<file path="config.mk">
export PLATFORM = sky130hd
export DESIGN_NAME = alu16_status_core
export DESIGN_NICKNAME = d
export VERILOG_FILES = /design/src/rtl/alu16_pkg.sv /design/src/rtl/alu16_decode.sv /design/src/rtl/alu16_adder.sv /design/src/rtl/alu16_resmux.sv /design/src/rtl/alu16_status_core.sv
export SDC_FILE = /design/constraint.sdc
export NUM_CORES = 1
export LEC_CHECK = 0
export BUFFER_PORTS_ARGS = -buffer_cell sky130_fd_sc_hd__buf_2
export CAP_MARGIN = 40
export CORE_MARGIN = 1
export CORE_UTILIZATION = 40
export DETAILED_ROUTE_END_ITERATION = 10
export PLACE_DENSITY_LB_ADDON = 0.08
export SKIP_CTS_REPAIR_TIMING = 1
export SLEW_MARGIN = 15
export SYNTH_ARGS = -nofsm -noshare
export SYNTH_HDL_FRONTEND = slang
export SYNTH_HIERARCHICAL = 1
export SYNTH_SLANG_ARGS = --single-unit
</file>
<file path="constraint.sdc">
create_clock -name clk -period 11.2 [get_ports clk]
set_input_delay 1.12 -clock clk [delete_from_list [all_inputs] [get_ports clk]]
set_output_delay 1.12 -clock clk [all_outputs]
set_load 0.02 [all_outputs]
</file>
<file path="src/rtl/alu16_pkg.sv">
package alu16_pkg;
   localparam logic [3:0] OP_ADD  = 4'd0;
   localparam logic [3:0] OP_ADC  = 4'd1;
   localparam logic [3:0] OP_SUB  = 4'd2;
   localparam logic [3:0] OP_SBC  = 4'd3;
   localparam logic [3:0] OP_CMP  = 4'd4;
   localparam logic [3:0] OP_NEG  = 4'd6;
   localparam logic [3:0] OP_XOR  = 4'd8;
   localparam logic [3:0] OP_LD   = 4'd9;
   localparam logic [3:0] OP_OR   = 4'd10;
   localparam logic [3:0] OP_AND  = 4'd11;
   localparam logic [3:0] OP_AND2 = 4'd12;
   localparam logic [3:0] OP_ST   = 4'd13;

   typedef enum logic [2:0] {
      SEL_SUM, SEL_XOR, SEL_B, SEL_OR, SEL_AND, SEL_A, SEL_ZERO
   } res_sel_e;

   typedef struct packed {
      res_sel_e sel;
      logic     zero_a;
      logic     inv_b;
      logic     cin_one;
      logic     use_cin;
      logic     upd_nz;
      logic     upd_cs;
      logic     wb;
      logic     illegal;
   } dec_t;
endpackage

</file>
<file path="src/rtl/alu16_decode.sv">
module alu16_decode
   import alu16_pkg::*;
(
   input  logic [3:0] op_code,
   output dec_t       dec
);
   always_comb begin
      dec = '{sel: SEL_ZERO, zero_a: 1'b0, inv_b: 1'b0, cin_one: 1'b0,
              use_cin: 1'b0, upd_nz: 1'b0, upd_cs: 1'b0, wb: 1'b0,
              illegal: 1'b0};
      case (op_code)
         OP_ADD, OP_ADC, OP_SUB, OP_SBC, OP_CMP: begin
            dec.sel     = SEL_SUM;
            dec.inv_b   = (op_code == OP_SUB) || (op_code == OP_SBC) ||
                          (op_code == OP_CMP);
            dec.cin_one = (op_code == OP_SUB) || (op_code == OP_CMP);
            dec.use_cin = (op_code == OP_ADC) || (op_code == OP_SBC);
            dec.upd_nz  = 1'b1;
            dec.upd_cs  = 1'b1;
            dec.wb      = (op_code != OP_CMP);
         end
         OP_NEG: begin
            dec.sel     = SEL_SUM;
            dec.zero_a  = 1'b1;
            dec.inv_b   = 1'b1;
            dec.cin_one = 1'b1;
            dec.upd_nz  = 1'b1;
            dec.wb      = 1'b1;
         end
         OP_XOR, OP_LD, OP_OR, OP_AND, OP_AND2: begin
            case (op_code)
               OP_XOR:  dec.sel = SEL_XOR;
               OP_LD:   dec.sel = SEL_B;
               OP_OR:   dec.sel = SEL_OR;
               default: dec.sel = SEL_AND;
            endcase
            dec.upd_nz = 1'b1;
            dec.wb     = 1'b1;
         end
         OP_ST:   dec.sel = SEL_A;
         default: dec.illegal = 1'b1;
      endcase
   end
endmodule

</file>
<file path="src/rtl/alu16_adder.sv">
module alu16_adder #(
   parameter int W      = 16,
   parameter bit RIPPLE = 1'b0
) (
   input  logic [W-1:0] a,
   input  logic [W-1:0] b,
   input  logic         cin,
   output logic [W-1:0] sum,
   output logic         cout
);
   generate
      if (RIPPLE) begin : g_ripple
         logic [W:0] cy;
         assign cy[0] = cin;
         for (genvar i = 0; i < W; i++) begin : g_bit
            assign sum[i]   = a[i] ^ b[i] ^ cy[i];
            assign cy[i+1]  = (a[i] & b[i]) | (cy[i] & (a[i] ^ b[i]));
         end
         assign cout = cy[W];
      end else begin : g_behav
         assign {cout, sum} = {1'b0, a} + {1'b0, b} + {{W{1'b0}}, cin};
      end
   endgenerate
endmodule

</file>
<file path="src/rtl/alu16_resmux.sv">
module alu16_resmux
   import alu16_pkg::*;
#(
   parameter int W = 16
) (
   input  res_sel_e     sel,
   input  logic [W-1:0] a,
   input  logic [W-1:0] b,
   input  logic [W-1:0] sum,
   output logic [W-1:0] y
);
   always_comb begin
      case (sel)
         SEL_SUM: y = sum;
         SEL_XOR: y = a ^ b;
         SEL_B:   y = b;
         SEL_OR:  y = a | b;
         SEL_AND: y = a & b;
         SEL_A:   y = a;
         default: y = '0;
      endcase
   end
endmodule

</file>
<file path="src/rtl/alu16_status_core.sv">
module alu16_status_core
   import alu16_pkg::*;
#(
   parameter int W            = 16,
   parameter int N_POS        = 9,
   parameter int Z_POS        = 8,
   parameter int S_POS        = 7,
   parameter int C_POS        = 6,
   parameter bit ADDER_RIPPLE = 1'b0
) (
   input  logic         clk,
   input  logic         rst_n,
   input  logic         op_valid,
   input  logic [3:0]   op_code,
   input  logic [W-1:0] opnd_a,
   input  logic [W-1:0] opnd_b,
   input  logic [W-1:0] stat_in,
   output logic [W-1:0] result,
   output logic         wb_en,
   output logic         illegal_op,
   output logic [W-1:0] stat_q
);
   localparam int MSB = W - 1;

   initial begin
      assert (W >= 10) else $fatal(1, "W too small for flag positions");
      assert (N_POS < W && Z_POS < W && S_POS < W && C_POS < W)
         else $fatal(1, "flag position outside status word");
      assert (N_POS != Z_POS && N_POS != S_POS && N_POS != C_POS &&
              Z_POS != S_POS && Z_POS != C_POS && S_POS != C_POS)
         else $fatal(1, "flag positions overlap");
   end

   dec_t         dec;
   logic [W-1:0] add_a, add_b, sum, stat_nxt;
   logic         cin, cout, ovf;

   alu16_decode u_dec (.op_code(op_code), .dec(dec));

   assign add_a = dec.zero_a ? '0 : opnd_a;
   assign add_b = dec.inv_b ? ~opnd_b : opnd_b;
   assign cin   = dec.cin_one | (dec.use_cin & stat_in[C_POS]);

   alu16_adder #(.W(W), .RIPPLE(ADDER_RIPPLE)) u_add (
      .a(add_a), .b(add_b), .cin(cin), .sum(sum), .cout(cout)
   );

   assign ovf = (add_a[MSB] == add_b[MSB]) && (sum[MSB] != add_a[MSB]);

   alu16_resmux #(.W(W)) u_mux (
      .sel(dec.sel), .a(opnd_a), .b(opnd_b), .sum(sum), .y(result)
   );

   assign wb_en      = dec.wb;
   assign illegal_op = dec.illegal;

   always_comb begin
      stat_nxt        = stat_in;
      stat_nxt[N_POS] = result[MSB];
      stat_nxt[Z_POS] = (result == '0);
      if (dec.upd_cs) begin
         stat_nxt[C_POS] = cout;
         stat_nxt[S_POS] = ovf;
      end
   end

   always_ff @(posedge clk or negedge rst_n) begin
      if (!rst_n)                      stat_q <= '0;
      else if (op_valid && dec.upd_nz) stat_q <= stat_nxt;
   end
endmodule

</file>
# After elaboration in Yosys (flattened, before gate mapping)
# Cells that the tools add are included.
totals:
  ff_bits: 16
  in_bits: 55
  elab_cells: 56
classes:
  addsub: 2
  n_eq_ne: 19
  n_mux: 13
  bitwise_logic: 6
  n_reduce_logical: 15
op_table:
  columns: ["operator", "count"]
  rows:
  - ["16-bit case mux with 6 select lines", 1]
  - ["16-bit 2-to-1 mux", 2]
  - ["4-bit equality test (second input constant)", 6]
  - ["3-bit case mux with 3 select lines", 2]
  - ["16-bit by 16-bit adder with 17-bit output", 1]
  - ["17-bit by 1-bit adder with 17-bit output", 1]
  - ["16-bit AND", 1]
  - ["16-bit logical NOT", 1]
  - ["16-bit inverter", 1]
  - ["16-bit OR", 1]
  - ["16-bit XOR", 1]
  - ["12-bit OR reduction", 1]
  - ["6-bit OR reduction", 2]
  - ["11-bit OR reduction", 1]
  - ["5-bit OR reduction", 2]
  - ["4-bit by 2-bit equality test with 1-bit output (second input constant)", 2]
  - ["4-bit by 3-bit equality test with 1-bit output (second input constant)", 2]
  - ["3-bit by 2-bit equality test with 1-bit output (second input constant)", 2]
  - ["3-bit equality test (second input constant)", 2]
  - ["1-bit 2-to-1 mux", 5]
  - ["4-bit by 1-bit equality test with 1-bit output (second input constant)", 1]
  - ["4-bit logical NOT", 1]
  - ["1-bit logical OR", 4]
  - ["4-bit by 3-bit != test with 1-bit output (second input constant)", 1]
  - ["10 further kinds", 11]

# Logic depth before layout (Yosys ltp)
logic_depth:
  depth_word: 10
  mapped_depth: 20

# Hierarchy
# The synthesis kept the hierarchy.
modules_own_cells:
  columns: ["module", "n_inst", "cells_each", "area_each_um2", "seq_area_each_um2"]
  rows:
  - ["alu16_resmux", 1, 179, 1403.8, 0.0]
  - ["alu16_status_core", 1, 84, 920.9, 400.4]
  - ["alu16_adder", 1, 89, 733.2, 0.0]
  - ["alu16_decode", 1, 32, 180.2, 0.0]

# Worst setup path before layout
# No wires, ideal clock.
synth_path:
  path_kind: "input port to output port"
  start: "input op_code[2]"
  end: "output result[10]"
  arrival_time_ns: 4.263
  required_ns: 10.080
  setup_slack_ns: 5.817
  cell_stages: 15
  cell_sequence: "buf_2 -> nand2_1 -> nor3_1 -> nor2b_1 -> fa_1 -> fa_1 -> a21oi_2 -> o21ai_2 -> a2111oi_2 -> o31ai_1 -> a21oi_1 -> xnor2_1 -> mux2i_1 -> nor3_1 -> a221o_1"
synth_rtl:
  columns: ["element", "line", "rtl"]
  rows:
  - ["start, declared", "alu16_status_core.sv:14", "input logic [3:0] op_code,"]
  - ["end, declared", "alu16_status_core.sv:18", "output logic [W-1:0] result,"]

==> results.toml <==
[final_layout]
largestRegisters = "stat_q: 16 flops"
layout-drive-gt1-share = 0.285
syn2layout_area_growth_pct = 15.1
top_register = "stat_q"
nets = 562
final_common_cell = "buf_2"
design_area_um2 = 3730
diodes = 0
utilization = 0.480
largest_reg_flops = 16
n_fill_cell = 805
final_cell_mix = "buf_2 (86), ha_1 (47), inv_1 (40)"

[global_routing]
overflow = 0
grt_pass1_vias = 2793
antenna_found_initial = 0
grt_pass1_wl_mm = 13.1
grt_usage = 0.186
grt_max_degree = 57

[route]
dr.pass1.iters = 4
dr.first_iter.drc_count = 102
routedWlPerCell_um = 14.1
drt-total-wl_mm = 7.87
wl_met1_mm = 3.76
wl_met3_um = 350
top_layer_used = "met4"
ant_nets = 0
wl_met2_mm = 3.72
viasPerCell = 5.28
drc = 0
vias = 2945

[worst_setup_path]
required_ns = 10.08
crit_type = "input port to primary output"
arrival_ns = 4.74
worst_setup_path_start_kind = "input port"
cp_max_fo = 16
endpoint_kind = "primary output"

[timing]
setup_viol = 0
fmax_mhz = 171
period_needed_ns = 5.86
tns_ns = 0
finalMaxSlewViolations = 0
tightest_slew_ns = 0.727
finClkSkew_ns = 0
setup_ws_ns = 5.34
relSlewSlack = 0.514
hold_violations = 0
rsz0062_at_grt = "false"
post-route-period-util = 0.523

[logic_synthesis]
seq_area_frac_synth = 0.124
syn_inst = 384
synth_edf_count = 0
synth_area_per_cell_um2 = 8.43
async_reset_ff_frac = 1.00
ys_seq_elements = 16
yosysWarnings = 6
ys.flop_type = "dfrtp_1"
yosysUniqueCellTypes = 59
syn_nets = 488
netlist_area_um2 = 3240

[place]
port_buffers = 86
place_area_um2 = 3670
globalplace.congestion = 0.790
place.detailed.hpwl_mm = 6.06
pre_cts_ws_ns = 5.35

[power_and_ir_drop]
p_per_area_nw_per_um2 = 95.4
ir_worst_vdd_mv = 0.0451
p_leak_nw = 1.90

[hold_path]
hp-class = "flop to flop"

[clock_tree]
cts_inserted_buffers = 3
h-tree-depth = 1
clock_path_buffers = 2
clock_latency_ns = 0.23
clkSlewWorstSetupHoldPaths_ns = 0.06
cts_sinks = 16
tritoncts = "done"
cts_root_buffer = "clkbuf_8"

[floorplan]
placement_rows = 32
coreArea_um2 = 7770
start_util = 0.417
dieWidth_um = 92.0
die_height_um = 92.0
die-area_um2 = 8460
io_pins = 89

[run_status]
status = "finished, final reports clean"

[job]
maxCapViolations = 0
-- cells by family (layout without fill, tap and decap cells) --
group                      count (synthesis)  count (layout)  synth area share
AOI/OAI and AO/OA                         95              95             0.220
and+or+nand+nor                           92              92             0.145
buffers and inverters                     62             134            0.0974
adders and majority gates                 49              49             0.194
muxes                                     39              39             0.136
xor gates and xnor gates                  31              31            0.0838
DFF                                       16              16             0.124
-- synth_stat cells (all sizes together) (11+ instances only) --
cell,count,area [um^2]
xnor2,11,96.3
ha,47,588
nand2,24,90.1
inv,40,150
mux2,25,300
mux2i,14,140
xor2,20,175
nor2b,18,115
buf,18,150
dfrtp,16,400
a21oi,22,121
o21ai,13,72.6
nor2,17,63.8
-- through the flow --
stage               total power, mW  std cells  hold WS (ns)
floorplan                     0.252        384         0.583
global placement              0.313        554         0.460
detailed placement            0.316        554         0.464
CTS                           0.358        557         0.477
global route                  0.385        558         0.500
finish                        0.355        558         0.473
-- report_power, final --
part	leakage [nW]	total, mW	switching [mW]	internal, mW
sequential	0.191	0.0699	0.00340	0.0665
combinational	1.69	0.246	0.142	0.103
clock	0.0216	0.0398	0.0161	0.0237
-- worst paths after layout --
kind                                         from                endpoint  slack [ns]  cells past startpoint
max in group asynchronous                   rst_n  stat_q[15]$_DFFE_PN0P_       10.16                      1
min in group asynchronous                   rst_n  stat_q[14]$_DFFE_PN0P_        0.79                      1
max                                    op_code[2]              result[10]        5.34                     17
max reg2reg                stat_q[11]$_DFFE_PN0P_  stat_q[11]$_DFFE_PN0P_       10.46                      1
min reg2reg                 stat_q[7]$_DFFE_PN0P_   stat_q[7]$_DFFE_PN0P_        0.47                      1
min                         stat_q[7]$_DFFE_PN0P_   stat_q[7]$_DFFE_PN0P_        0.47                      1
-- area by class of cell --
cell class | instances | area [um^2] | area share
sequential | 16 | 400 | 0.107
timing repair buffer | 91 | 475 | 0.128
multi-input combinational | 306 | 2530 | 0.679
clock buffer | 3 | 41.3 | 0.0111
tap | 102 | 128 | 0.0343
inverter | 40 | 150 | 0.0403
-- layer usage --
metal | global-route usage | vias up
met4 | 0.0208 | 0
met3 | 0.0158 | 4
met1 | 0.252 | 1350
li1 | - | 1508
met5 | 0 | -
met2 | 0.330 | 83
-- critical path, cell delays in order --
cell       delay [ns]
buf_2            0.19
mux2i_1          0.24
nor2_2           0.04
buf_4            0.23
xor2_1           0.20
fa_1             0.44
fa_1             0.44
a21oi_2          0.22
o21ai_2          0.11
a2111oi_2        0.42
o31ai_1          0.10
a21oi_1          0.18
xnor2_1          0.10
mux2i_1          0.13
nor3_1           0.06
a221o_1          0.32
buf_2            0.18
Note: power is estimated with default switching activity, not from simulation.
